[src/rtl/flagless_alu_pkg.sv]
// Package: shared operation encoding for the flagless ALU.
// Assumes a 4-bit code; code 15 is unused and yields zero.
package flagless_alu_pkg;

    typedef enum logic [3:0] {
        OP_ADD   = 4'd0,
        OP_SUB   = 4'd1,
        OP_ADDSX = 4'd2,
        OP_SUBSX = 4'd3,
        OP_ADDZX = 4'd4,
        OP_SUBZX = 4'd5,
        OP_AND   = 4'd6,
        OP_OR    = 4'd7,
        OP_XOR   = 4'd8,
        OP_EQ    = 4'd9,
        OP_NE    = 4'd10,
        OP_SGT   = 4'd11,
        OP_SGE   = 4'd12,
        OP_UGT   = 4'd13,
        OP_UGE   = 4'd14,
        OP_NONE  = 4'd15
    } alu_op_e;

    // True for the six compare codes.
    function automatic logic op_is_compare(alu_op_e code);
        return (code >= OP_EQ) && (code <= OP_UGE);
    endfunction

    // True for every code that subtracts on the shared adder.
    function automatic logic op_uses_sub(alu_op_e code);
        return (code == OP_SUB) || (code == OP_SUBSX) ||
               (code == OP_SUBZX) || op_is_compare(code);
    endfunction

endpackage

[src/rtl/alu_adder.sv]
// Module: alu_adder
// Shared adder for add, subtract and compare. In subtract mode the second
// operand is bit-inverted and the carry-in is set, so carry out means
// "no borrow". Also produces zero, sign and signed-overflow conditions,
// which are meaningful for the full-width sum only.
module alu_adder #(
    parameter int DATA_W = 64
) (
    input  logic [DATA_W-1:0] opd_a,
    input  logic [DATA_W-1:0] opd_b,
    input  logic              sub_mode,
    output logic [DATA_W-1:0] sum,
    output logic              cond_z,
    output logic              cond_c,
    output logic              cond_s,
    output logic              cond_o
);
    localparam int EXT_W = DATA_W + 1;

    logic [DATA_W-1:0] b_eff;
    logic [EXT_W-1:0]  wide_sum;

    // Invert the second operand for subtraction.
    always_comb b_eff = sub_mode ? ~opd_b : opd_b;

    // One adder with a carry-in equal to the subtract mode bit.
    always_comb wide_sum = {1'b0, opd_a} + {1'b0, b_eff} + EXT_W'(sub_mode);

    // Split the sum and carry out.
    always_comb begin
        sum    = wide_sum[DATA_W-1:0];
        cond_c = wide_sum[DATA_W];
    end

    // Zero, sign and overflow of the full-width sum.
    always_comb begin
        cond_z = (sum == '0);
        cond_s = sum[DATA_W-1];
        cond_o = (opd_a[DATA_W-1] == b_eff[DATA_W-1]) &&
                 (sum[DATA_W-1] != opd_a[DATA_W-1]);
    end

endmodule

[src/rtl/alu_bitwise.sv]
// Module: alu_bitwise
// Bitwise AND, OR and XOR unit. Assumes the caller selects its output
// only for the three bitwise codes; any other code gives zero here.
module alu_bitwise
    import flagless_alu_pkg::*;
#(
    parameter int DATA_W = 64
) (
    input  alu_op_e           code,
    input  logic [DATA_W-1:0] opd_a,
    input  logic [DATA_W-1:0] opd_b,
    output logic [DATA_W-1:0] bits_out
);
    // Pick the bitwise function by code.
    always_comb begin
        unique case (code)
            OP_AND:  bits_out = opd_a & opd_b;
            OP_OR:   bits_out = opd_a | opd_b;
            OP_XOR:  bits_out = opd_a ^ opd_b;
            default: bits_out = '0;
        endcase
    end

endmodule

[src/rtl/alu_compare.sv]
// Module: alu_compare
// Turns the internal conditions of a full-width subtraction a - b into
// the truth value of one compare code. Assumes the adder ran in subtract
// mode. Non-compare codes give 0.
module alu_compare
    import flagless_alu_pkg::*;
(
    input  alu_op_e code,
    input  logic    cond_z,
    input  logic    cond_c,
    input  logic    cond_s,
    input  logic    cond_o,
    output logic    truth
);
    logic sign_ok;

    // Signed a >= b holds exactly when sign and overflow agree.
    always_comb sign_ok = (cond_s == cond_o);

    // Decode the requested relation from the conditions.
    always_comb begin
        unique case (code)
            OP_EQ:   truth = cond_z;
            OP_NE:   truth = ~cond_z;
            OP_SGT:  truth = sign_ok && !cond_z;
            OP_SGE:  truth = sign_ok;
            OP_UGT:  truth = cond_c && !cond_z;
            OP_UGE:  truth = cond_c;
            default: truth = 1'b0;
        endcase
    end

endmodule

[src/rtl/flagless_alu.sv]
// Module: flagless_alu (top)
// Two-operand integer ALU with no flag state. Arithmetic and compares
// share one adder. Half-width results are sign- or zero-extended.
// Compares return 0 or 1. A single output register captures the result
// when in_valid is high. out_valid follows in_valid one cycle later.
// Reset is synchronous and active low. Assumes HALF_W < DATA_W.
module flagless_alu
    import flagless_alu_pkg::*;
#(
    parameter int DATA_W = 64,
    parameter int HALF_W = 32
) (
    input  logic              clk,
    input  logic              rst_n,
    input  logic              in_valid,
    input  logic [3:0]        op,
    input  logic [DATA_W-1:0] src_a,
    input  logic [DATA_W-1:0] src_b,
    output logic              out_valid,
    output logic [DATA_W-1:0] result
);
    localparam int UPPER_W = DATA_W - HALF_W;

    alu_op_e           code;
    logic              use_sub;
    logic [DATA_W-1:0] sum;
    logic              cz, cc, cs, co;
    logic [DATA_W-1:0] bits_out;
    logic              truth;
    logic [HALF_W-1:0] half_sum;
    logic [DATA_W-1:0] half_sx;
    logic [DATA_W-1:0] half_zx;
    logic [DATA_W-1:0] next_result;

    // Interpret the raw code and decide on adder mode.
    always_comb begin
        code    = alu_op_e'(op);
        use_sub = op_uses_sub(code);
    end

    alu_adder #(.DATA_W(DATA_W)) u_adder (
        .opd_a    (src_a),
        .opd_b    (src_b),
        .sub_mode (use_sub),
        .sum      (sum),
        .cond_z   (cz),
        .cond_c   (cc),
        .cond_s   (cs),
        .cond_o   (co)
    );

    alu_bitwise #(.DATA_W(DATA_W)) u_bitwise (
        .code     (code),
        .opd_a    (src_a),
        .opd_b    (src_b),
        .bits_out (bits_out)
    );

    alu_compare u_compare (
        .code   (code),
        .cond_z (cz),
        .cond_c (cc),
        .cond_s (cs),
        .cond_o (co),
        .truth  (truth)
    );

    // Build the two half-width extensions of the adder output.
    always_comb begin
        half_sum = sum[HALF_W-1:0];
        half_sx  = {{UPPER_W{half_sum[HALF_W-1]}}, half_sum};
        half_zx  = {{UPPER_W{1'b0}}, half_sum};
    end

    // Select the result by code.
    always_comb begin
        unique case (code)
            OP_ADD, OP_SUB:                   next_result = sum;
            OP_ADDSX, OP_SUBSX:               next_result = half_sx;
            OP_ADDZX, OP_SUBZX:               next_result = half_zx;
            OP_AND, OP_OR, OP_XOR:            next_result = bits_out;
            OP_EQ, OP_NE, OP_SGT, OP_SGE,
            OP_UGT, OP_UGE:                   next_result = DATA_W'(truth);
            default:                          next_result = '0;
        endcase
    end

    // Output register: clear on reset, capture on valid, else hold.
    always_ff @(posedge clk) begin
        if (!rst_n) begin
            out_valid <= 1'b0;
            result    <= '0;
        end else begin
            out_valid <= in_valid;
            if (in_valid) begin
                result <= next_result;
            end
        end
    end

    // valid is delayed by exactly one cycle.
    p_valid_follow_r1: assert property (@(posedge clk) disable iff (!rst_n)
        in_valid |=> out_valid);
    p_valid_drop_r1: assert property (@(posedge clk) disable iff (!rst_n)
        !in_valid |=> !out_valid);

    // the result register holds when no operation is issued.
    p_hold_idle_r11: assert property (@(posedge clk) disable iff (!rst_n)
        !in_valid |=> $stable(result));

    // the adder carry in subtract mode means the operands do not borrow.
    p_carry_no_borrow_r8: assert property (@(posedge clk) disable iff (!rst_n)
        use_sub |-> (cc == (src_a >= src_b)));

    // the zero condition of a subtraction marks equal operands.
    p_zero_equal_r6: assert property (@(posedge clk) disable iff (!rst_n)
        use_sub |-> (cz == (src_a == src_b)));

    // the signed greater-than decode matches a signed relation.
    p_signed_gt_r7: assert property (@(posedge clk) disable iff (!rst_n)
        (code == OP_SGT) |-> (truth == ($signed(src_a) > $signed(src_b))));

    // a compare leaves only bit 0 possibly set.
    p_cmp_boolean_r9: assert property (@(posedge clk) disable iff (!rst_n)
        (in_valid && op_is_compare(code)) |=> (result[DATA_W-1:1] == '0));

    // sign-extended half results have uniform upper bits.
    p_sext_upper_r3: assert property (@(posedge clk) disable iff (!rst_n)
        (in_valid && (code == OP_ADDSX || code == OP_SUBSX)) |=>
        ((result[DATA_W-1:HALF_W-1] == '0) || (result[DATA_W-1:HALF_W-1] == '1)));

    // zero-extended half results have clear upper bits.
    p_zext_upper_r4: assert property (@(posedge clk) disable iff (!rst_n)
        (in_valid && (code == OP_ADDZX || code == OP_SUBZX)) |=>
        (result[DATA_W-1:HALF_W] == '0));

    // the unused code yields zero.
    p_unused_zero_r10: assert property (@(posedge clk) disable iff (!rst_n)
        (in_valid && code == OP_NONE) |=> (result == '0));

endmodule

[config.mk]
export PLATFORM = sky130hd
export DESIGN_NAME = flagless_alu
export DESIGN_NICKNAME = d
export VERILOG_FILES = /design/src/rtl/flagless_alu_pkg.sv /design/src/rtl/alu_adder.sv /design/src/rtl/alu_bitwise.sv /design/src/rtl/alu_compare.sv /design/src/rtl/flagless_alu.sv
export SDC_FILE = /design/constraint.sdc
export NUM_CORES = 1
export LEC_CHECK = 0
export ABC_AREA = 1
export BUFFER_PORTS_ARGS = -buffer_cell sky130_fd_sc_hd__buf_2
export CORE_MARGIN = 2
export CORE_UTILIZATION = 27
export CTS_BUF_LIST = sky130_fd_sc_hd__clkbuf_16
export CTS_CLUSTER_DIAMETER = 30
export DETAILED_ROUTE_END_ITERATION = 10
export PLACE_DENSITY = 0.42
export SLEW_MARGIN = 10
export SYNTH_ARGS = -nofsm -noshare
export SYNTH_HDL_FRONTEND = slang
export SYNTH_HIERARCHICAL = 1
export SYNTH_SLANG_ARGS = --single-unit
[constraint.sdc]
create_clock -name clk -period 8.45 [get_ports clk]
set_clock_uncertainty 0.2 [all_clocks]
set_input_delay 1.69 -clock clk [delete_from_list [all_inputs] [get_ports clk]]
set_output_delay 1.69 -clock clk [all_outputs]
set_load 0.1 [all_outputs]
==> metrics.cfg <==
[cts]
clock_path_buffers = 2
cts_resized = 0
postCtsSetupRepairBufs = 0
ctsHoldBuffers = 0
clk-insertion-delay-late_ps = 370
cts_made_buffers = 9
cts_tree = built
clk_pin_slew_worst_paths_ps = 50
cts_sinks = 65
cts_root_buf = clkbuf_16
h-tree-depth = 3

[synth]
synthTopCellsByArea = nand2_1, ha_1, nand3_1
synth_cell_types = 41
synth_nets = 2820
synth.top_cell.area_share = 0.191
ys.flop_type = dfxtp_1
ys_warn_count = 6
ys_seq_elements = 65
async_flop_share = 0
syn_avg_cell_area_um2 = 5.61
syn_area_um2 = 13900
ys_seq_area_frac = 0.0933
netlist_instances = 2487
synth_area_leader_cell = nand2_1
synth-edff-count = 0

[power]
p_seq_frac = 0.157
power_leakage_nw = 8.80
clkPwrFrac = 0.181
p_sw_mw = 1.20
powerDensity_nw_per_um2 = 138
internal_power_mw = 0.946
vdd_ir_drop_max_mv = 0.105
swShare = 0.560
comb_power_share = 0.662

[setup_path]
crit_top_cell = nand2_1
start_kind = input pin
critPathCaptureType = register
crit_slowest_cell = a21oi_1
cp_max_fo = 30
critPathRequiredTime_ps = 8550
critPathArrivalTime_ps = 6450
slowest_delay_ps = 470
path_class = in -> reg

[status]
status = complete, no violations

[final_layout]
area_growth_syn_to_layout_pct = 12.1
layout.nets = 2960
multi_input_area_um2 = 10300
layout-drive-gt1-share = 0.121
seqCellArea_um2 = 1300
fill_cells = 5949

[drt]
avgRoutedWirePerCell_um = 17.4
wirelength_mm = 57.7
viasPerCell = 4.74
drt_iter0_markers = 895
firstDrtPassIters = 7
via_count = 15700
route.detailed.drc = 0
drtAntennaViolNets = 0

[grt]
grt_usage = 0.217
gr-total-overflow = 0
grt_pass1_vias = 15000
use_met1 = 0.306
use_met2 = 0.348
grt_pass1_wl_mm = 89.9
grt_util_met3 = 0.0274
grt_start_max_net_pins = 67
gr-max-usage-layer = met2
antenna_found_initial = 1

[placement]
globalplace.congestion = 0.938
dpl.hpwl_mm = 46.8
io_buffers = 199
pre_cts_ws_ps = 1620

[sta]
finalCritPeriodShare = 0.752
hold_viol_final = 0
worstMarginPinSlew_ps = 928
setup_viol_count_final = 0
maxSlewViolCount = 0
period_needed_ps = 6360
maxSlewHeadroom = 0.382
fmax_mhz = 157
setup_ws_ps = 2090
rsz0062_at_grt = no
fin_setup_tns_ps = 0

[die]
core_um2 = 51200
initial_core_util = 0.272
ioPinCount = 200
fp.dieW_um = 231
die_h_um = 231
rows = 83
die-area_um2 = 53500

[min_path]
hold_path.class = reg -> reg

[flow_run]
drv_cap = 0

==> cell usage in the layout, fill, tap and decap left out, types with 3 or more instances in the layout <==
master,n
nand3b_1,10
nor3_1,8
o21a_1,4
nor3_2,8
nand2_2,26
a21oi_1,131
clkbuf_16,9
nand3_2,3
nand3_1,430
a21o_1,3
xor2_1,67
buf_4,17
nand2_1,707
o21bai_1,13
buf_2,199
a21oi_2,5
nor2_1,168
ha_1,197
o21ai_0,26
nor2_2,11
xnor2_1,4
nor2_4,5
nand4_1,13
nand2_4,5
inv_1,456
inv_2,22
dfxtp_1,65
==> path summary, 6_finish.rpt <==
kind	cells past startpoint	start	to	slack, ps
setup / recovery	35	op[0]	result[0]$_SDFFE_PN0P_	2090
setup reg to reg	2	result[25]$_SDFFE_PN0P_	result[25]$_SDFFE_PN0P_	7510
hold reg to reg	2	result[55]$_SDFFE_PN0P_	result[55]$_SDFFE_PN0P_	260
hold / removal	2	result[55]$_SDFFE_PN0P_	result[55]$_SDFFE_PN0P_	260
==> final cells by class <==
cell class,instances,area share
Tap cell,680,0.0544
Antenna cell,1,0.000160
Timing Repair Buffer,216,0.0719
Clock buffer,9,0.0144
Clock inverter,7,0.00352
Sequential cell,65,0.0832
Multi-Input combinational cell,1858,0.658
Inverter,477,0.115
==> critical path: cells and delay by family <==
family | cells | cell delay [ps]
AO/OA/AOI/OAI | 4 | 840
XOR/XNOR | 1 | 140
adder cells (fa/ha/maj) | 1 | 380
buffers and inverters | 6 | 970
AND/OR/NAND/NOR | 23 | 2390
==> metrics by stage <==
| step | utilization | instance area, um2 | power [mW] | instances | hold WS [ps] |
|---|---|---|---|---|---|
| finish | 0.305 | 15600 | 2.15 | 3313 | 260 |
| global route | 0.305 | 15600 | 2.35 | 3313 | 275 |
| CTS | 0.305 | 15600 | 2.18 | 3312 | 264 |
| detailed placement | 0.300 | 15400 | 1.77 | 3296 | 254 |
| global placement | 0.300 | 15400 | 1.77 | 3296 | 253 |
| floorplan | - | 13900 | 1.34 | 2487 | 704 |
==> cells by family after synthesis <==
kind of cell    count (synthesis)  share of synthesized area
xor+xnor                       71                     0.0446
fa+ha+maj                     198                      0.178
simple gates                 1399                      0.438
buf+inv                       564                      0.171
flops                          65                     0.0933
compound gates                190                     0.0745
==> synth_stat cells (2+ instances only) <==
cell type	instances
ha_1	197
nand3b_1	10
o21bai_1	13
buf_6	29
a21oi_2	5
buf_4	6
buf_2	22
nand3_2	3
and2_1	2
xor2_1	67
a21o_1	3
o21ai_0	26
o21ai_1	2
nand2_1	708
a21boi_0	2
nand4_1	13
o21a_1	4
nor2_1	168
a21oi_1	132
nor3_2	8
nand3_1	430
xnor2_1	4
nor2_2	12
clkbuf_1	29
nand2_2	27
dfxtp_1	65
nor2_4	4
nor3_1	8
nand2_4	3
inv_2	22
inv_1	453
==> state kept, by name, indices dropped and copies added, names as in the netlist <==
register and cells:
out_valid 1, result 64
==> per-layer routing <==
layer,vias up,wire (um)
li1,8054,-
met1,7236,28600
met2,349,25600
met3,51,2470
met4,0,1030
met5,-,0
==> power groups by stage <==
stage / Clock (mW) / Combinational, mW / Sequential [mW]
6_report: 0.390 / 1.42 / 0.337
5_1_grt: 0.418 / 1.59 / 0.339
4_1_cts: 0.412 / 1.43 / 0.337
3_5_place_dp: 0 / 1.43 / 0.344
3_3_place_gp: 0 / 1.43 / 0.343
2_1_floorplan: 0 / 0.852 / 0.485
Power figures use the tool's default switching activity.
